[config.mk]
export PLATFORM = sky130hd
export DESIGN_NAME = cmp_flag_unit
export DESIGN_NICKNAME = d
export VERILOG_FILES = /design/src/rtl/cfu_pkg.sv /design/src/rtl/cfu_sub_core.sv /design/src/rtl/cfu_flag_reg.sv /design/src/rtl/cfu_branch_eval.sv /design/src/rtl/cmp_flag_unit.sv
export SDC_FILE = /design/constraint.sdc
export NUM_CORES = 1
export LEC_CHECK = 0
export BUFFER_PORTS_ARGS = -buffer_cell sky130_fd_sc_hd__buf_2
export CORE_MARGIN = 2
export CORE_UTILIZATION = 40
export DETAILED_ROUTE_END_ITERATION = 7
export PLACE_DENSITY = 0.79
export SLEW_MARGIN = 10
export SYNTH_ARGS = -nofsm -noshare
export SYNTH_HDL_FRONTEND = slang
export SYNTH_HIERARCHICAL = 1
export SYNTH_SLANG_ARGS = --single-unit
export TNS_END_PERCENT = 1
[constraint.sdc]
create_clock -name clk -period 0.85 [get_ports clk]
set_input_delay 0.085 -clock clk [delete_from_list [all_inputs] [get_ports clk]]
set_output_delay 0.085 -clock clk [all_outputs]
set_load 0.005 [all_outputs]
[src/rtl/cfu_pkg.sv]
package cfu_pkg;

  typedef enum logic [2:0] {
    OP_CMP_ACC = 3'd0,
    OP_CMP_X   = 3'd1,
    OP_CMP_Y   = 3'd2,
    OP_SUB_BRW = 3'd3,
    OP_CMP_SGN = 3'd4
  } op_e;

  typedef struct packed {
    logic n;
    logic v;
    logic z;
    logic c;
  } flags_t;

endpackage

[src/rtl/cfu_sub_core.sv]
module cfu_sub_core #(
  parameter int DW = 8
) (
  input  logic [DW-1:0]   a,
  input  logic [DW-1:0]   b,
  input  logic            cin,
  output cfu_pkg::flags_t res
);
  localparam int MSB = DW - 1;

  // a - b - !cin as a + ~b + cin, carry out = no borrow
  function automatic logic [DW:0] sub_ext(input logic [DW-1:0] x,
                                          input logic [DW-1:0] y,
                                          input logic          ci);
    return {1'b0, x} + {1'b0, ~y} + {{DW{1'b0}}, ci};
  endfunction

  function automatic logic sub_ovf(input logic [DW-1:0] x,
                                   input logic [DW-1:0] y,
                                   input logic [DW-1:0] d);
    return (x[MSB] ^ y[MSB]) & (x[MSB] ^ d[MSB]);
  endfunction

  logic [DW:0]   wide;
  logic [DW-1:0] diff;

  always_comb begin
    wide  = sub_ext(a, b, cin);
    diff  = wide[DW-1:0];
    res.n = diff[MSB];
    res.z = (diff == '0);
    res.c = wide[DW];
    res.v = sub_ovf(a, b, diff);
  end
endmodule

[src/rtl/cfu_flag_reg.sv]
module cfu_flag_reg (
  input  logic            clk,
  input  logic            rst_n,
  input  logic            wr_nzc,
  input  logic            wr_v,
  input  logic            set_ovf,
  input  cfu_pkg::flags_t nxt,
  output cfu_pkg::flags_t q
);
  always_ff @(posedge clk or negedge rst_n) begin
    if (!rst_n) begin
      q <= '0;
    end else begin
      if (wr_nzc) begin
        q.n <= nxt.n;
        q.z <= nxt.z;
        q.c <= nxt.c;
      end
      if (set_ovf)   q.v <= 1'b1;
      else if (wr_v) q.v <= nxt.v;
    end
  end

  // the pin wins over any V write
  p_pin_sets_v_r7: assert property (@(posedge clk) disable iff (!rst_n)
    set_ovf |=> q.v);

  // no write request leaves the register untouched
  p_idle_holds_r11: assert property (@(posedge clk) disable iff (!rst_n)
    (!wr_nzc && !wr_v && !set_ovf) |=> $stable(q));
endmodule

[src/rtl/cfu_branch_eval.sv]
module cfu_branch_eval (
  input  cfu_pkg::flags_t f,
  output logic            ult,
  output logic            uge,
  output logic            slt,
  output logic            sge,
  output logic            sle,
  output logic            sgt
);
  logic lt_s;
  logic le_s;

  always_comb begin
    lt_s = f.n ^ f.v;
    le_s = lt_s | f.z;
    ult  = ~f.c;
    uge  = f.c;
    slt  = lt_s;
    sge  = ~lt_s;
    sle  = le_s;
    sgt  = ~le_s;
  end

  // strictly-less must imply less-or-equal; R8/R9 exclusivity
  always_comb begin
    a_slt_in_sle_r9: assert (!slt || sle);
    a_sgt_in_sge_r8: assert (!sgt || sge);
  end
endmodule

[src/rtl/cmp_flag_unit.sv]
module cmp_flag_unit #(
  parameter int DW = 8
) (
  input  logic          clk,
  input  logic          rst_n,
  input  logic          op_valid,
  input  logic [2:0]    op_class,
  input  logic [DW-1:0] opnd_a,
  input  logic [DW-1:0] opnd_b,
  input  logic          carry_in,
  input  logic          ovf_on_acc_cmp,
  input  logic          set_ovf,
  output logic          flag_n,
  output logic          flag_v,
  output logic          flag_z,
  output logic          flag_c,
  output logic          br_ult,
  output logic          br_uge,
  output logic          br_slt,
  output logic          br_sge,
  output logic          br_sle,
  output logic          br_sgt
);
  import cfu_pkg::*;

  // decoded events, named for the assertions
  logic   is_acc_cmp, is_idx_cmp, is_sub, is_sgn_cmp, is_cmp;
  logic   wr_nzc, wr_v, cin_eff;
  flags_t nxt_flags, cur_flags;

  always_comb begin
    is_acc_cmp = op_valid && (op_class == OP_CMP_ACC);
    is_idx_cmp = op_valid && ((op_class == OP_CMP_X) || (op_class == OP_CMP_Y));
    is_sub     = op_valid && (op_class == OP_SUB_BRW);
    is_sgn_cmp = op_valid && (op_class == OP_CMP_SGN);
    is_cmp     = is_acc_cmp || is_idx_cmp || is_sgn_cmp;
    wr_nzc     = is_cmp || is_sub;
    wr_v       = is_sub || is_sgn_cmp || (is_acc_cmp && ovf_on_acc_cmp);
    cin_eff    = is_cmp ? 1'b1 : carry_in;
  end

  cfu_sub_core #(.DW(DW)) u_core (
    .a   (opnd_a),
    .b   (opnd_b),
    .cin (cin_eff),
    .res (nxt_flags)
  );

  cfu_flag_reg u_flags (
    .clk     (clk),
    .rst_n   (rst_n),
    .wr_nzc  (wr_nzc),
    .wr_v    (wr_v),
    .set_ovf (set_ovf),
    .nxt     (nxt_flags),
    .q       (cur_flags)
  );

  cfu_branch_eval u_br (
    .f   (cur_flags),
    .ult (br_ult),
    .uge (br_uge),
    .slt (br_slt),
    .sge (br_sge),
    .sle (br_sle),
    .sgt (br_sgt)
  );

  assign flag_n = cur_flags.n;
  assign flag_v = cur_flags.v;
  assign flag_z = cur_flags.z;
  assign flag_c = cur_flags.c;

  // equality alone decides Z after a compare
  p_cmp_zero_r1: assert property (@(posedge clk) disable iff (!rst_n)
    is_cmp |=> (flag_z == ($past(opnd_a) == $past(opnd_b))));

  // carry is unsigned greater-or-equal, regardless of carry_in
  p_cmp_carry_r2: assert property (@(posedge clk) disable iff (!rst_n)
    is_cmp |=> (flag_c == ($past(opnd_a) >= $past(opnd_b))));

  // legacy accumulator compare keeps V
  p_legacy_keeps_v_r3: assert property (@(posedge clk) disable iff (!rst_n)
    (is_acc_cmp && !ovf_on_acc_cmp && !set_ovf) |=> (flag_v == $past(flag_v)));

  // a V-writing compare gives true signed ordering through N xor V
  p_signed_order_r4: assert property (@(posedge clk) disable iff (!rst_n)
    ((is_sgn_cmp || (is_acc_cmp && ovf_on_acc_cmp)) && !set_ovf) |=>
      ((flag_n ^ flag_v) == ($signed($past(opnd_a)) < $signed($past(opnd_b)))));

  // index compares never touch V
  p_idx_keeps_v_r5: assert property (@(posedge clk) disable iff (!rst_n)
    (is_idx_cmp && !set_ovf) |=> (flag_v == $past(flag_v)));
endmodule

* Word-level counts from Yosys, hierarchy flattened *
Cells that the tools add are included.

storage, ports and cells
  output and inout port bits = 10
  register bits after elaboration = 4
  logic and storage cells = 36

operators by class
  reduce and logical (&&, ||, !) cells = 14
  bitwise logic cells = 9
  equal/unequal tests = 4
  mux-type cells = 3
  add/subtract/negate cells = 2

operators with widths
  kind                                           number
  adder 8 x 8 -> 9 bit                           1
  adder 9 x 1 -> 9 bit                           1
  zero test 8 bit                                1
  inverter 8 bit                                 1
  == test 3 x 2 -> 1 bit, second input constant  2
  logical OR 1 bit                               6
  logical AND 1 bit                              5
  == test 3 x 1 -> 1 bit, second input constant  1
  == test 3 bit, second input constant           1
  zero test 3 bit                                1
  two-way mux 1 bit                              3
  inverter 1 bit                                 3
  XOR 1 bit                                      3
  nonzero test 2 bit                             1
  AND 1 bit                                      1
  OR 1 bit                                       1

* Logic depth before layout (Yosys ltp) *
  word-level depth = 11
  mapped depth = 12
  depth with buffers taken out = 12

* Modules after synthesis *
The synthesis kept the hierarchy.

modules (own cells, without submodules)
  module           cells each  instances  area an instance (um^2)
  cfu_sub_core     58          1          416.6
  cfu_flag_reg     9           1          148.9
  cmp_flag_unit    11          1          60.1
  cfu_branch_eval  6           1          43.8

* Worst setup path before layout *
No wires, ideal clock.

  kind = input to register
  start = input op_class[2]
  end = register u_flags/q[1] in the netlist's numbering
  stages on the path = 12
  path slack = -1.300 ns
  library setup time = 0.125 ns
  arrival = 2.025 ns
  cells stage by stage = a21oi_1 -> o21ai_1 -> nand2b_1 -> fa_1 -> inv_1 -> fa_1 -> nand2b_1 -> a21oi_1 -> a41o_1 -> nor4_1 -> nor4_2 -> mux2_2

RTL lines
  what             line                source
  start, declared  cmp_flag_unit.sv:7  input logic [2:0] op_class,
  end, declared    cfu_flag_reg.sv:8   output cfu_pkg::flags_t q

==> flow_summary.yaml <==
critical_path:
  required_ns: 1.02
  start_kind: "input pin"
  critPathCaptureType: "flop"
  crit_top_cell: "fa_2"
  slowest_stage: "fa_2"
  path_cells: "buf_6 -> a21oi_2 -> o21ai_1 -> nand2b_1 -> fa_2 -> inv_2 -> fa_2 -> nand2b_4 -> a21oi_4 -> mux2i_1 -> nand4b_1 -> nor4_2 -> mux2_4"
  critPathMaxStageDelay_ns: 0.33
  worst-setup-path-type: "in -> reg"
  crit_family: "simple AND/OR/NAND/NOR gates"
  cp_num_buf_inv: 2
  cp.arrival_ns: 2.16
  startpoint: "op_class[2]"
  timing.rr.start: "u_flags/q[2]"
  cp_num_cells: 13
  reg2reg_depth: 2
  critPathMaxFanout: 3
yosys:
  synth-warning-count: 6
  async_reset_ff_frac: 1.000
  syn_area_um2: 669.4
  yosys_register_bits: 4
  synth_fp_nets: 118
  synthTopCellsByArea: "dfrtp_1, ha_1, inv_1"
  ys_types: 34
  ys.flop_type: "dfrtp_1"
  synth_edf_count: 0
  synth_cells: 84
  synth_top_area_frac: 0.1495
  synth_area_leader_cell: "dfrtp_1"
  syn_area_per_cell_um2: 7.969
  ys_seq_area_frac: 0.1495
route:
  dr.first_iter.drc_count: 5
  first_pass_iters: 4
  ant_nets: 0
  totalWireLength_um: 1768
  routedWlPerCell_um: 11.48
  via_count: 772
  post-route-drc-count: 0
  avgViaCountPerCell: 5.013
global_routing:
  grt_usage: 0.1997
  grt_pass1_vias: 791
  antenna_found_initial: 0
  grt_max_degree: 7
  grt_overflow: 0
  grt_pass1_wl_um: 2967
timing:
  fin_crit_sh: 2.344
  setup_slack_ns: -1.143
  slew_viol_final: 0
  rsz0062_at_grt: "true"
  setup_violations: 14
  skew_ns: 0
  max_freq_ghz: 0.5019
  relSlewSlack: 0.7959
  whs_ns: 0.04118
  hold_viol: 0
  worstMarginPinSlew_ns: 0.3034
  period_minus_slack_ns: 1.993
worst_hold_path:
  holdCritPathClass: "in -> reg"
  hold_depth: 2
  min-delay-start: "set_ovf"
outcome:
  failed_checks: "negative setup slack"
  outcome: "complete, but fails checks"
pwr:
  ir_drop_v: 0.0005126
  p_leak_nw: 0.5807
  powerDensity_nw_per_um2: 1188
  total_power_w: 0.001271
final_layout:
  largest_reg_flops: 4
  areaGrowthSynthToFinish_pct: 59.81
  biggestRegsByFlops: "u_flags/q (4)"
  stdcell_count: 154
  nNetsFinal: 174
  nFillCells: 125
  drive_gt1_frac: 0.5290
  top_register: "u_flags/q"
  diodes: 0
die:
  initial_core_util: 0.4343
  die_h_um: 44.91
  floorplan.die_area_um2: 2017
  die_w_um: 44.91
  ios: 35
  fp.coreArea_um2: 1541
  fp-row-count: 14
clock_network:
  clock_latency_ns: 0.23
  cts_sinks: 4
  htreeDepth: 1
  clk_path_buf_depth: 2
  cts_tree: "done"
  clk_transition_reported_paths_ns: 0.04
  clockRootBuffer: "clkbuf_4"
  cts_inserted_buffers: 3
placed_design:
  io_buffers: 34
  place_congestion: 0.8095
  hpwl_um: 1486
  dp_cells: 149
  dp_worst_setup_slack_ns: -1.471
run:
  cap_violations: 0
[cell families after synthesis]
family / count (synthesis) / share of synthesized area
and+or+nand+nor: 31 / 0.2505
AOI/OAI and AO/OA: 15 / 0.1626
buffers and inverters: 15 / 0.08971
adders and majority gates: 9 / 0.1907
xor gates and xnor gates: 5 / 0.07665
muxes: 5 / 0.08037
DFF: 4 / 0.1495
[area by class of cell]
| class | instances | area, um^2 | area share |
|---|---|---|---|
| multi-input combinational | 65 | 550.5 | 0.5146 |
| clock buffer | 3 | 22.52 | 0.02105 |
| sequential | 4 | 100.1 | 0.09357 |
| tap | 16 | 20.02 | 0.01871 |
| inverter | 13 | 48.80 | 0.04561 |
| timing repair buffer | 53 | 327.8 | 0.3064 |
[routing by layer]
layer / wire length (um) / part of all wire / GRT usage
met1: 687 / 0.39 / 0.2040
met2: 999 / 0.57 / 0.4058
met3: 65 / 0.037 / 0.02400
met4: 15 / 0.0085 / 0.07059
met5: 0 / 0 / 0
[placed cells by master, fill, tap and decap left out, types with 2 or more instances in the layout]
master and count:
buf_2 32, buf_4 18, inv_1 11, nor2_1 9, ha_1 7, nand2_1 5, nand2b_1 4, dfrtp_1 4
clkbuf_4 3, o21ai_0 2, o21a_1 2, buf_6 2, inv_2 2, nor3_1 2, xnor2_1 2, mux2i_1 2
xor2_1 2, nor4_1 2, nor4_2 2, fa_2 2, mux2_2 2
[synth_stat cells (all sizes together) (2+ instances only)]
cell type / number
a211oi: 2
a21oi: 3
dfrtp: 4
fa: 2
ha: 7
inv: 13
mux2: 3
mux2i: 2
nand2: 5
nand2b: 5
nor2: 10
nor3: 3
nor4: 4
o21a: 2
o21ai: 4
xnor2: 3
xor2: 2
[timing repair]
item | in CTS | in global routing
hold buffers | 1 | 0
setup buffers | 1 | 0
hold endpoints to repair | 4 | 0
resized for setup | 6 | 0
endpoints found under the setup margin | 14 | 14
pin swaps | 7 | 0
[stage by stage]
stage | utilization | cell area, um^2 | setup TNS [ns]
2_1_floorplan | - | 699.4 | -3.936
3_3_place_gp | 0.6526 | 1006 | -4.959
3_5_place_dp | 0.6526 | 1006 | -5.361
4_1_cts | 0.6940 | 1070 | -5.295
5_1_grt | 0.6940 | 1070 | -6.107
6_report | 0.6940 | 1070 | -5.227
[power breakdown]
| part | internal [W] | total (W) | switching, W |
|---|---|---|---|
| Combinational | 0.000430 | 0.000783 | 0.000354 |
| Clock | 0.000158 | 0.000232 | 0.0000741 |
| Sequential | 0.000221 | 0.000256 | 0.0000341 |
[final timing paths]
| path | endpoint | slack, ns |
|---|---|---|
| setup / recovery | u_flags/q[1] | -1.14 |
| hold / removal | u_flags/q[2] | 0.04 |
| setup reg to reg | u_flags/q[2] | -0.08 |
| hold reg to reg | u_flags/q[0] | 0.58 |
| max in group asynchronous | u_flags/q[1] | 0.54 |
| min in group asynchronous | u_flags/q[2] | 0.19 |
No activity file was read; power rests on OpenSTA's default activity.
